### config.mk
export PLATFORM = sky130hd
export DESIGN_NAME = tcage_victim_set
export DESIGN_NICKNAME = d
export VERILOG_FILES = /design/src/rtl/tcage_pkg.sv /design/src/rtl/tcage_victim_pick.sv /design/src/rtl/tcage_tag_match.sv /design/src/rtl/tcage_victim_set.sv
export SDC_FILE = /design/constraint.sdc
export NUM_CORES = 1
export LEC_CHECK = 0
export BUFFER_PORTS_ARGS = -buffer_cell sky130_fd_sc_hd__buf_2
export CAP_MARGIN = 0
export CORE_MARGIN = 4
export CORE_UTILIZATION = 35
export DETAILED_ROUTE_END_ITERATION = 8
export PLACE_DENSITY = 0.6
export SLEW_MARGIN = 10
export SYNTH_ARGS = -nofsm -noshare
export SYNTH_HDL_FRONTEND = slang
export SYNTH_HIERARCHICAL = 1
export SYNTH_SLANG_ARGS = --single-unit
### constraint.sdc
create_clock -name clk_i -period 3.6 [get_ports clk_i]
set_input_delay 0.72 -clock clk_i [delete_from_list [all_inputs] [get_ports clk_i]]
set_output_delay 0.72 -clock clk_i [all_outputs]
set_load 0.02 [all_outputs]
### src/rtl/tcage_pkg.sv
package tcage_pkg;
  typedef logic [1:0] age_t;

  localparam age_t AGE_REUSED = 2'd3;

  // trip count 1 lines are kept longest; never-reused lines follow the duel
  function automatic age_t ins_age(input logic tc, input logic duel);
    if (tc) return AGE_REUSED;
    return {1'b0, duel};
  endfunction
endpackage

### src/rtl/tcage_victim_pick.sv
module tcage_victim_pick #(
  parameter int NUM_WAYS = 4,
  parameter int WAY_W    = (NUM_WAYS > 1) ? $clog2(NUM_WAYS) : 1
) (
  input  logic [NUM_WAYS-1:0]      vld_i,
  input  logic [NUM_WAYS-1:0][1:0] age_i,
  output logic                     free_o,
  output logic [WAY_W-1:0]         free_idx_o,
  output logic [WAY_W-1:0]         min_idx_o,
  output logic [1:0]               min_age_o
);
  logic found;

  always_comb begin
    free_o     = 1'b0;
    free_idx_o = '0;
    for (int i = NUM_WAYS-1; i >= 0; i--) begin
      if (!vld_i[i]) begin
        free_o     = 1'b1;
        free_idx_o = WAY_W'(i);
      end
    end
  end

  // strict less-than keeps the lowest index on ties
  always_comb begin
    found     = 1'b0;
    min_idx_o = '0;
    min_age_o = 2'd3;
    for (int i = 0; i < NUM_WAYS; i++) begin
      if (vld_i[i] && (!found || age_i[i] < min_age_o)) begin
        found     = 1'b1;
        min_idx_o = WAY_W'(i);
        min_age_o = age_i[i];
      end
    end
  end
endmodule

### src/rtl/tcage_tag_match.sv
module tcage_tag_match #(
  parameter int NUM_WAYS = 4,
  parameter int TAG_W    = 12,
  parameter int WAY_W    = (NUM_WAYS > 1) ? $clog2(NUM_WAYS) : 1
) (
  input  logic                          en_i,
  input  logic [NUM_WAYS-1:0]           vld_i,
  input  logic [NUM_WAYS-1:0][TAG_W-1:0] tag_i,
  input  logic [TAG_W-1:0]              key_i,
  output logic [NUM_WAYS-1:0]           match_o,
  output logic                          hit_o,
  output logic [WAY_W-1:0]              idx_o
);
  for (genvar g = 0; g < NUM_WAYS; g++) begin : g_cmp
    assign match_o[g] = en_i && vld_i[g] && (tag_i[g] == key_i);
  end

  assign hit_o = |match_o;

  always_comb begin
    idx_o = '0;
    for (int i = NUM_WAYS-1; i >= 0; i--) begin
      if (match_o[i]) idx_o = WAY_W'(i);
    end
  end
endmodule

### src/rtl/tcage_victim_set.sv
module tcage_victim_set #(
  parameter int NUM_WAYS = 4,
  parameter int TAG_W    = 12,
  localparam int WAY_W   = (NUM_WAYS > 1) ? $clog2(NUM_WAYS) : 1
) (
  input  logic             clk_i,
  input  logic             rst_ni,
  input  logic             lookup_valid_i,
  input  logic [TAG_W-1:0] lookup_tag_i,
  input  logic             fill_valid_i,
  input  logic [TAG_W-1:0] fill_tag_i,
  input  logic             fill_tc_i,
  input  logic             duel_sel_i,
  output logic             hit_o,
  output logic [WAY_W-1:0] hit_way_o,
  output logic             hit_tc_o,
  output logic [WAY_W-1:0] fill_way_o,
  output logic [1:0]       fill_age_o,
  output logic             evict_valid_o,
  output logic [TAG_W-1:0] evict_tag_o,
  output logic             evict_tc_o
);
  import tcage_pkg::*;

  logic [NUM_WAYS-1:0]            vld_q, vld_d, vld_mid, match;
  logic [NUM_WAYS-1:0]            tc_q, tc_d;
  logic [NUM_WAYS-1:0][1:0]       age_q, age_d;
  logic [NUM_WAYS-1:0][TAG_W-1:0] tag_q, tag_d;

  logic             lk_hit;
  logic [WAY_W-1:0] lk_idx;
  logic             free;
  logic [WAY_W-1:0] free_idx, min_idx, way;
  logic [1:0]       min_age;
  age_t             ins;

  logic             hit_d, hit_tc_d, ev_d, ev_tc_d;
  logic [WAY_W-1:0] hit_way_d, fway_d;
  logic [1:0]       fage_d;
  logic [TAG_W-1:0] ev_tag_d;

  tcage_tag_match #(.NUM_WAYS(NUM_WAYS), .TAG_W(TAG_W), .WAY_W(WAY_W)) u_match (
    .en_i    (lookup_valid_i),
    .vld_i   (vld_q),
    .tag_i   (tag_q),
    .key_i   (lookup_tag_i),
    .match_o (match),
    .hit_o   (lk_hit),
    .idx_o   (lk_idx)
  );

  // lookup is applied before the fill in the same cycle
  assign vld_mid = vld_q & ~match;

  tcage_victim_pick #(.NUM_WAYS(NUM_WAYS), .WAY_W(WAY_W)) u_pick (
    .vld_i      (vld_mid),
    .age_i      (age_q),
    .free_o     (free),
    .free_idx_o (free_idx),
    .min_idx_o  (min_idx),
    .min_age_o  (min_age)
  );

  assign ins = ins_age(fill_tc_i, duel_sel_i);
  assign way = free ? free_idx : min_idx;

  always_comb begin
    vld_d     = vld_mid;
    tc_d      = tc_q;
    age_d     = age_q;
    tag_d     = tag_q;
    hit_d     = lk_hit;
    hit_tc_d  = lk_hit;
    hit_way_d = lk_hit ? lk_idx : hit_way_o;
    ev_d      = 1'b0;
    ev_tag_d  = '0;
    ev_tc_d   = 1'b0;
    fway_d    = fill_way_o;
    fage_d    = fill_age_o;
    if (fill_valid_i) begin
      if (!free) begin
        ev_d     = 1'b1;
        ev_tag_d = tag_q[min_idx];
        ev_tc_d  = tc_q[min_idx];
        // shift every resident down by the victim age; order is kept
        for (int i = 0; i < NUM_WAYS; i++) begin
          age_d[i] = age_q[i] - min_age;
        end
      end
      vld_d[way] = 1'b1;
      tag_d[way] = fill_tag_i;
      tc_d[way]  = fill_tc_i;
      age_d[way] = ins;
      fway_d     = way;
      fage_d     = ins;
    end
  end

  always_ff @(posedge clk_i or negedge rst_ni) begin
    if (!rst_ni) begin
      vld_q <= '0;
      tc_q  <= '0;
      age_q <= '0;
      tag_q <= '0;
    end else begin
      vld_q <= vld_d;
      tc_q  <= tc_d;
      age_q <= age_d;
      tag_q <= tag_d;
    end
  end

  always_ff @(posedge clk_i or negedge rst_ni) begin
    if (!rst_ni) begin
      hit_o         <= 1'b0;
      hit_way_o     <= '0;
      hit_tc_o      <= 1'b0;
      fill_way_o    <= '0;
      fill_age_o    <= '0;
      evict_valid_o <= 1'b0;
      evict_tag_o   <= '0;
      evict_tc_o    <= 1'b0;
    end else begin
      hit_o         <= hit_d;
      hit_way_o     <= hit_way_d;
      hit_tc_o      <= hit_tc_d;
      fill_way_o    <= fway_d;
      fill_age_o    <= fage_d;
      evict_valid_o <= ev_d;
      evict_tag_o   <= ev_tag_d;
      evict_tc_o    <= ev_tc_d;
    end
  end
endmodule

==> flow_summary_export.csv <==
group,metric,value,unit
setup_path,cp_slowest_cell,"o41ai_4",
timing,skew,0.0113,ns
timing,fmax,266,MHz
synthesis,avgSynthCellArea,12.7,µm²
timing,period_share,105,%
setup_path,path_max_fanout,7,
finish,n_antenna_cell,0,
synthesis,post-synth-top-area-fraction,42.1,%
setup_path,rrSetupSlack,-0.08,ns
finish,nNetsFinal,562,
drt,vias,3520,
drt,vias_per_cell,4.94,
setup_path,crit_top_cell,"nand2_4",
run_status,violations,"setup timing",
setup_path,arrival,4.00,ns
drt,drtIter0Drc,177,
timing,fin_crit,3.77,ns
drt,drcViolationCount,0,
run_status,status,"finished with violations",
floorplanning,io_pins,52,
synthesis,yosys_register_bits,85,
global_route,grt_max_degree,38,
timing,max-slew-margin-rel,67.2,%
global_route,grt_pass1_wl,20600,µm
synthesis,syn_area,0.00506,mm²
clocking,clockRootBuffer,"clkbuf_16",
setup_path,crit_chain,"buf_2, xnor2_1, nand4_1, nor4_4, nor2b_2, and2b_4, nor2_4, o21ai_2, ha_2, or2b_4, o41ai_4, nand2b_4, buf_6, nand2_4, o21ai_4, nand2_4, clkbuf_16, mux2_4",
drt,post_drt_wl_per_cell,18.7,µm
place,place_area,0.00605,mm²
clocking,cts_buffer_depth,2,
setup_path,critPathKind,"in -> reg",
synthesis,synth_nets,434,
setup_path,r2r_end,"tag_q[46]",
clocking,tritoncts,"built",
finish,area_growth,36.1,%
place,dp_cells,680,
min_path,hold_path.class,"in -> async",
global_route,overflow,0,
floorplanning,start_util,36.0,%
synthesis,ys_types,53,
setup_path,crit_path_end_kind,"flip-flop",
synthesis,synthTopCellsByArea,"dfrtp_1 (42%), xnor2_1 (8.8%), mux2_4 (8.3%)",
floorplanning,rows,43,
global_route,antenna_found_initial,0,
synthesis,synth_warnings,6,
setup_path,setup.worst_path.start_class,"primary input",
clocking,h-tree-depth,3,
setup_path,reg2reg_from,"tag_q[9]",
place,dp_hpwl,9240,µm
place,gp_congestion,0.870,
setup_path,worstPathRequired,3.83,ns
finish,instances_no_fill,712,
clocking,cts_sinks,85,
synthesis,yosysTopAreaCell,"dfrtp_1",
floorplanning,fp.dieH,128,µm
setup_path,cpPeakStageDelay,0.35,ns
timing,rsz0062_at_grt,"true",
clocking,worst_skew_pair.late_latency,0.35,ns
clocking,cts_made_buffers,9,
timing,worst_pin_slew,0.492,ns
synthesis,synthFlopType,"dfrtp_1",
floorplanning,core_area,0.0140,mm²
setup_path,reg2reg_depth,17,
synthesis,synth-edff-count,0,
drt,drtAntennaViolNets,0,
finish,drive_gt1_share,56.4,%
finish,fin_area,0.00688,mm²
global_route,grt_pass1_vias,3764,
timing,slew_viol_final,0,
clocking,path_clk_slew,0.06,ns
drt,dr.pass1.iters,4,
place,port_buffers,51,
timing,setup_slack,-0.165,ns
synthesis,async_flop_share,100,%
floorplanning,dieArea,0.0164,mm²
timing,tns,-7.86,ns
drt,drt-total-wl,13300,µm
timing,finalHoldViolations,0,
timing,final-setup-viol-count,71,
timing,hold_ws,0.339,ns
global_route,grtUsageTotal,16.4,%
synthesis,ys_seq_area_share,42.1,%
floorplanning,die_w,128,µm
job,maxCapViolCount,0,
synthesis,synthCells,399,
[critical path: cells and delay by family]
family | cells | cell delay [ns]
fa+ha+maj | 1 | 0.20
xor+xnor | 1 | 0.18
buf+inv | 3 | 0.45
compound gates | 3 | 0.57
mux | 1 | 0.29
simple gates | 9 | 1.56
[final cells by class]
type                       instances  area (µm²)
tap                              180         225
timing repair buffer             146        1140
clock buffer                      12         246
clock inverter                     4        55.1
inverter                           9        33.8
multi-input combinational        276        3050
sequential                        85        2130
fill                            1212        7160
[worst max path at each step]
stage	start	end	slack [ns]	cells after the start
2_1_floorplan	lookup_tag_i[6]	tag_q[10]	-0.56	19
3_3_place_gp	lookup_tag_i[7]	tag_q[17]	-0.74	17
3_5_place_dp	lookup_tag_i[7]	evict_tag_o[6]	-0.83	16
4_1_cts	lookup_tag_i[9]	tag_q[43]	0.0005	18
5_1_grt	lookup_tag_i[4]	tag_q[46]	-0.24	18
6_report	lookup_tag_i[1]	tag_q[46]	-0.17	18
[cell usage in the layout (no fill, tap or decap), drive strengths merged, types with 2 or more instances in the layout]
master | synthesis | routed
nand2b | 13 | 13
a21oi | 10 | 10
clkbuf | 2 | 13
mux2 | 56 | 56
a31oi | 6 | 6
xnor2 | 54 | 54
nand4 | 9 | 9
nor2 | 19 | 19
nand2 | 12 | 12
a21boi | 3 | 3
nor2b | 23 | 23
or3 | 5 | 5
mux4 | 13 | 13
and2 | 2 | 2
xor2 | 2 | 2
o32ai | 2 | 2
ha | 5 | 5
dfrtp | 85 | 85
o21ai | 11 | 11
mux2i | 5 | 5
nor4 | 4 | 4
a22oi | 2 | 2
nand3 | 9 | 9
buf | 27 | 145
nand4b | 2 | 2
inv | 9 | 10
[layer usage]
| layer | up-vias | track usage (%) | share of wire [%] |
|---|---|---|---|
| li1 | 1647 | - | - |
| met1 | 1785 | 21.3 | 45 |
| met2 | 63 | 26.4 | 49 |
| met3 | 25 | 3.33 | 3.5 |
| met4 | 0 | 7.05 | 2.4 |
| met5 | - | 0 | 0 |
[stage by stage]
stage / worst slack (ns) / util, %
floorplan: -0.562 / -
global placement: -0.743 / 43.1
detailed placement: -0.828 / 43.1
CTS: 0.000461 / 46.3
global route: -0.242 / 49.0
finish: -0.165 / 49.0
[synthesized netlist by cell type (3+ instances only)]
library cell	number
o21ai_0	10
nand3_1	9
or3_1	5
mux2i_1	3
mux4_2	13
buf_2	7
xnor2_2	3
a31oi_1	6
ha_1	5
xnor2_1	51
dfrtp_1	85
buf_6	17
inv_1	8
nand2_2	3
nor2_1	18
mux2_2	28
nand4_1	9
nor4_4	3
a21oi_1	9
nand2b_1	11
nor2b_1	21
nand2_1	7
mux2_4	28
[repair_timing]
action,in CTS,in global routing
pin swaps,9,28
hold endpoints to repair,0,0
gates resized for setup,22,59
hold buffers,0,0
setup endpoints to repair,77,72
cloned,0,1
buffers inserted,4,11
[cells by family (layout without fill, tap and decap cells)]
| kind of cell | count (synthesis) | after routing | synth area share, % |
|---|---|---|---|
| xor+xnor | 56 | 56 | 10.1 |
| mux | 74 | 74 | 21.8 |
| flops | 85 | 85 | 42.1 |
| buf+inv | 38 | 171 | 5.67 |
| compound gates | 38 | 38 | 5.57 |
| fa+ha+maj | 6 | 6 | 1.43 |
| simple gates | 102 | 102 | 13.3 |
[state kept, by name (all words and copies together) (netlist names), 2 cells and up]
name         cells
age_q            8
evict_tag_o     12
fill_age_o       2
fill_way_o       2
hit_way_o        2
tag_q           48
tc_q             4
vld_q            4
Power is not shown: default switching activity piles up to over one toggle a cycle in this logic, so the estimate is an artifact.
